==> config.mk <==
export PLATFORM = sky130hd
export DESIGN_NAME = pt_walker
export DESIGN_NICKNAME = d
export VERILOG_FILES = /design/src/rtl/pt_walk_pkg.sv /design/src/rtl/pw_entry_fields.sv /design/src/rtl/pw_entry_addr.sv /design/src/rtl/pt_walker.sv
export SDC_FILE = /design/constraint.sdc
export NUM_CORES = 1
export LEC_CHECK = 0
export ABC_AREA = 1
export BUFFER_PORTS_ARGS = -buffer_cell sky130_fd_sc_hd__buf_2
export CORE_MARGIN = 1.5
export CORE_UTILIZATION = 40
export DETAILED_ROUTE_END_ITERATION = 12
export PLACE_DENSITY = 0.76
export SYNTH_ARGS = -nofsm -noshare
export SYNTH_HDL_FRONTEND = slang
export SYNTH_SLANG_ARGS = --single-unit
==> constraint.sdc <==
create_clock -name clk -period 1.6 [get_ports clk]
set_input_delay 0.24 -clock clk [delete_from_list [all_inputs] [get_ports clk]]
set_output_delay 0.24 -clock clk [all_outputs]
set_load 0.05 [all_outputs]
==> src/rtl/pt_walk_pkg.sv <==
package pt_walk_pkg;

    typedef enum logic [1:0] {
        WALK_IDLE = 2'd0,
        WALK_DIR  = 2'd1,
        WALK_TBL  = 2'd2
    } walk_state_e;

    localparam int unsigned ENTRY_BYTES_LOG2 = 2;

endpackage

==> src/rtl/pw_entry_fields.sv <==
module pw_entry_fields #(
    parameter int unsigned WORD_W = 32,
    parameter int unsigned OFF_W  = 12
) (
    input  logic [WORD_W-1:0]       entry,
    output logic [WORD_W-OFF_W-1:0] frame,
    output logic [OFF_W-2:0]        flags,
    output logic                    valid
);
    assign frame = entry[WORD_W-1:OFF_W];
    assign flags = entry[OFF_W-1:1];
    assign valid = entry[0];
endmodule

==> src/rtl/pw_entry_addr.sv <==
module pw_entry_addr
    import pt_walk_pkg::*;
#(
    parameter int unsigned WORD_W = 32,
    parameter int unsigned IDX_W  = 10,
    parameter int unsigned OFF_W  = 12
) (
    input  logic [WORD_W-OFF_W-1:0] base_frame,
    input  logic [IDX_W-1:0]        index,
    output logic [WORD_W-1:0]       entry_addr
);
    localparam int unsigned SPAN_BITS = IDX_W + ENTRY_BYTES_LOG2;

    logic [WORD_W-1:0] base_addr;
    logic [WORD_W-1:0] byte_off;

    assign base_addr = {base_frame, {OFF_W{1'b0}}};
    assign byte_off  = WORD_W'(index) << ENTRY_BYTES_LOG2;

    generate
        if (SPAN_BITS <= OFF_W) begin : g_merge
            // the whole table fits in one page: no carry, so OR is enough
            assign entry_addr = base_addr | byte_off;
        end else begin : g_add
            assign entry_addr = base_addr + byte_off;
        end
    endgenerate
endmodule

==> src/rtl/pt_walker.sv <==
module pt_walker
    import pt_walk_pkg::*;
#(
    parameter int unsigned VA_W  = 32,
    parameter int unsigned IDX_W = 10,
    parameter int unsigned OFF_W = 12
) (
    input  logic            clk,
    input  logic            rst_n,
    input  logic            req_valid,
    output logic            req_ready,
    input  logic [31:0]     req_vaddr,
    input  logic [31:0]     root_base,
    output logic            rsp_done,
    output logic            rsp_fault,
    output logic [31:0]     rsp_paddr,
    output logic [10:0]     rsp_flags,
    output logic            mem_rd_req,
    output logic [31:0]     mem_rd_addr,
    input  logic            mem_rd_ack,
    input  logic [31:0]     mem_rd_data
);
    localparam int unsigned FRAME_W = VA_W - OFF_W;
    localparam int unsigned FLAG_W  = OFF_W - 1;
    localparam int unsigned TBL_LO  = OFF_W;
    localparam int unsigned DIR_LO  = OFF_W + IDX_W;

    typedef struct packed {
        walk_state_e       state;
        logic [VA_W-1:0]   vaddr;
        logic [VA_W-1:0]   addr;
        logic              done;
        logic              fault;
        logic [VA_W-1:0]   paddr;
        logic [FLAG_W-1:0] flags;
    } walk_regs_t;

    walk_regs_t s_d, s_q;

    logic [FRAME_W-1:0] ent_frame;
    logic [FLAG_W-1:0]  ent_flags;
    logic               ent_valid;
    logic [VA_W-1:0]    dir_addr;
    logic [VA_W-1:0]    tbl_addr;

    pw_entry_fields #(.WORD_W(VA_W), .OFF_W(OFF_W)) i_fields (
        .entry (mem_rd_data),
        .frame (ent_frame),
        .flags (ent_flags),
        .valid (ent_valid)
    );

    pw_entry_addr #(.WORD_W(VA_W), .IDX_W(IDX_W), .OFF_W(OFF_W)) i_dir_addr (
        .base_frame (root_base[VA_W-1:OFF_W]),
        .index      (req_vaddr[DIR_LO +: IDX_W]),
        .entry_addr (dir_addr)
    );

    pw_entry_addr #(.WORD_W(VA_W), .IDX_W(IDX_W), .OFF_W(OFF_W)) i_tbl_addr (
        .base_frame (ent_frame),
        .index      (s_q.vaddr[TBL_LO +: IDX_W]),
        .entry_addr (tbl_addr)
    );

    always_comb begin
        s_d      = s_q;
        s_d.done = 1'b0;
        unique case (s_q.state)
            WALK_IDLE: begin
                if (req_valid) begin
                    s_d.vaddr = req_vaddr;
                    s_d.addr  = dir_addr;
                    s_d.state = WALK_DIR;
                end
            end
            WALK_DIR: begin
                if (mem_rd_ack) begin
                    if (ent_valid) begin
                        s_d.addr  = tbl_addr;
                        s_d.state = WALK_TBL;
                    end else begin
                        s_d.done  = 1'b1;
                        s_d.fault = 1'b1;
                        s_d.flags = ent_flags;
                        s_d.state = WALK_IDLE;
                    end
                end
            end
            WALK_TBL: begin
                if (mem_rd_ack) begin
                    s_d.done  = 1'b1;
                    s_d.fault = ~ent_valid;
                    s_d.paddr = {ent_frame, s_q.vaddr[OFF_W-1:0]};
                    s_d.flags = ent_flags;
                    s_d.state = WALK_IDLE;
                end
            end
            default: s_d.state = WALK_IDLE;
        endcase
    end

    always_ff @(posedge clk or negedge rst_n) begin
        if (!rst_n) begin
            s_q <= '{state: WALK_IDLE, default: '0};
        end else begin
            s_q <= s_d;
        end
    end

    assign req_ready   = (s_q.state == WALK_IDLE);
    assign mem_rd_req  = (s_q.state != WALK_IDLE);
    assign mem_rd_addr = s_q.addr;
    assign rsp_done    = s_q.done;
    assign rsp_fault   = s_q.fault;
    assign rsp_paddr   = s_q.paddr;
    assign rsp_flags   = s_q.flags;
endmodule

==> qor.yml <==
status:
  status: "finished, final reports clean"
routing:
  drc_errors: 0
  wl_um: 12800
  routedWlPerCell_um: 14.2
  drt_iter0_drc: 322
  vias_per_cell: 4.75
  first_pass_iters: 5
  drtAntennaViolNets: 0
  vias: 4266
placed_design:
  dp_hpwl_um: 9300
  place_congestion: 0.822
  preCtsSetupSlack_ns: -0.0417
  numPortBuffers: 164
critical_path:
  cp_num_buf_inv: 4
  r2r_cells: 8
  regToRegStartpoint: "s_q[109]"
  r2r_slack_ns: 0.10
  worst_ep_arrival_time_ns: 1.32
  critPathSlowestCell: "dfrtp_1"
  path_max_fanout: 3
  required_ns: 1.36
  slowest_delay_ns: 0.36
  cp_cell_sequence: "inv_2, buf_6, ha_4, buf_4, buf_8"
  critPathCaptureType: "output pin"
  crit_type: "flop to output pin"
  startpoint_type: "flop"
  crit_path_start: "s_q[110]"
  crit_family: "buffers and inverters"
  r2r_end: "mem_rd_addr[16]"
floorplanning:
  initial_core_util: 0.416
  chipWidth_um: 116
  fp-row-count: 40
  io_pins: 179
  dieArea_mm2: 0.0134
  die-height_um: 116
  core_area_mm2: 0.0122
logic_synthesis:
  syn-cell-area_mm2: 0.00508
  yosysUniqueCellTypes: 17
  post_synth.cell_area_avg_um2: 8.09
  ys_ff_latch: 99
  syn_inst: 628
  synth.top_cell.area_share: 0.488
  yosys_warnings: 0
  seq_area_frac_synth: 0.488
  synth_area_leader_cell: "dfrtp_1"
  synth_area_leaders: "dfrtp_1 49%, nand2_1 19%, nand3_1 13%"
final_layout:
  fillerInstances: 1207
  post-route-util: 0.496
  n_antenna_cell: 0
  area_growth_pct: 19.3
  num-nets-final: 831
  multi_input_area_mm2: 0.00180
  drive_gt1_frac: 0.311
  seqCellArea_mm2: 0.00248
global_routing:
  grt_overflow: 0
  antenna_found_initial: 0
  grt_pass1_wl_um: 19900
  groute.usage.overall: 0.195
  grt_max_degree: 43
  grt_pass1_vias: 3952
cts:
  clkSlewWorstSetupHoldPaths_ns: 0.06
  clk_latency_ns: 0.35
  clockRootBuffer: "clkbuf_16"
  cts_tree: "built"
  clock_sink_count: 99
  cts_buffers: 9
  cts_max_level: 3
  cts_buffer_depth: 2
hold_path:
  min_to: "s_q[96]"
  worstHoldPathType: "input pin to flop"
  hp-start: "req_vaddr[19]"
  holdPathStages: 3
sta:
  setup-tns-final_ns: 0
  fin_ws_ns: 0.0427
  fin_skew_ns: 0.00414
  period_share: 0.973
  slew_violations: 0
  finalSetupViolCount: 0
  fmaxAchievable_mhz: 642
  finalHoldViolations: 0
  fin_crit_ns: 1.56
pwr:
  leakage_nw: 3.51
  power.total_mw: 13.8
  p_per_area_mw_per_mm2: 2280
  ir_drop_uv: 985
run:
  cap_violations: 0
[cells in the final DEF, fill, tap and decap left out]
cell	count
clkbuf_16	9
buf_4	26
clkinv_2	1
clkinvlp_4	2
nand3_1	135
ha_1	3
nand3_4	1
dfrtp_1	99
nand2_4	1
o21ai_1	3
o21ai_0	2
nand2_2	4
ha_2	1
buf_8	1
ha_4	1
buf_2	161
inv_2	5
bufinv_16	1
dlygate4sd3_1	1
nand2_1	253
inv_1	3
buf_12	10
nand3b_1	1
buf_6	2
conb_1	2
clkbuf_1	2
clkbuf_8	1
[cell families (layout without fill, tap and decap cells)]
kind of cell	Yosys count	in the layout	synth area share
flops	99	99	0.488
buf+inv	123	225	0.164
fa+ha+maj	5	5	0.0123
compound gates	5	5	0.00492
simple gates	395	395	0.330
other cells	1	2	0.000738
[cells in the mapped netlist, drive strengths merged]
library cell	count
buf	106
clkbuf	9
conb	1
dfrtp	99
ha	5
inv	8
nand2	258
nand3	136
nand3b	1
o21ai	5
[worst reg2reg max path: cells and delay by family, from the launching register on]
kind                     cells  cell delay (ns)
flip-flops                   1             0.43
AND/OR/NAND/NOR              5             0.45
buffers and inverters        2             0.28
adder cells (fa/ha/maj)      1             0.25
[layer usage]
| layer | up-vias | track usage | routed length (µm) |
|---|---|---|---|
| li1 | 2129 | - | - |
| met1 | 1961 | 0.249 | 5520 |
| met2 | 161 | 0.327 | 6260 |
| met4 | 0 | 0.0650 | 178 |
| met5 | - | 0 | 0 |
| met3 | 15 | 0.0439 | 807 |
[stage by stage]
step	hold WS (ns)	cell area, µm²	instances
2_1_floorplan	-0.0556	5090	629
3_3_place_gp	0.182	5690	879
4_1_cts	0.0661	6040	897
3_5_place_dp	0.182	5690	879
6_report	0.0810	6060	899
5_1_grt	0.0819	6060	899
[layout make-up]
| class | instances | share of cell area |
|---|---|---|
| Sequential cell | 99 | 0.409 |
| Clock buffer | 12 | 0.0407 |
| Inverter | 8 | 0.00496 |
| Multi-Input combinational cell | 407 | 0.297 |
| Timing Repair Buffer | 201 | 0.206 |
| Tap cell | 168 | 0.0347 |
| Clock inverter | 4 | 0.00826 |
[flip-flops by register name, indices dropped and copies added (netlist names)]
name         count
rsp_paddr       32
mem_rd_addr     30
s_q             24
rsp_flags       11
rsp_done         1
rsp_fault        1
[worst max-delay path by stage]
stage / endpoint / slack [ns] / cells after the start
final: req_ready / 0.04 / 5
after global placement: rsp_fault / -0.01 / 8
after CTS: mem_rd_req / 0.006 / 5
after global routing: mem_rd_addr[28] / -0.01 / 8
after floorplan: mem_rd_addr[10] / 0.1 / 8
after detailed placement: rsp_fault / -0.04 / 8
[where the power goes]
part / internal, mW / leakage (nW) / switching (mW) / total (mW)
registers: 3.57 / 1.26 / 0.562 / 4.14
clock network: 1.25 / 0.139 / 0.914 / 2.17
logic: 2.10 / 2.11 / 5.41 / 7.51
total: 6.93 / 3.51 / 6.88 / 13.8
[timing repair]
item,CTS,global route
endpoints found under the setup margin,14,21
endpoints found under the hold margin,24,0
cloned,0,0
hold buffers,1,0
pin swaps,0,0
buffers inserted,1,2
gates resized for setup,9,3
Power figures use the tool's default switching activity.
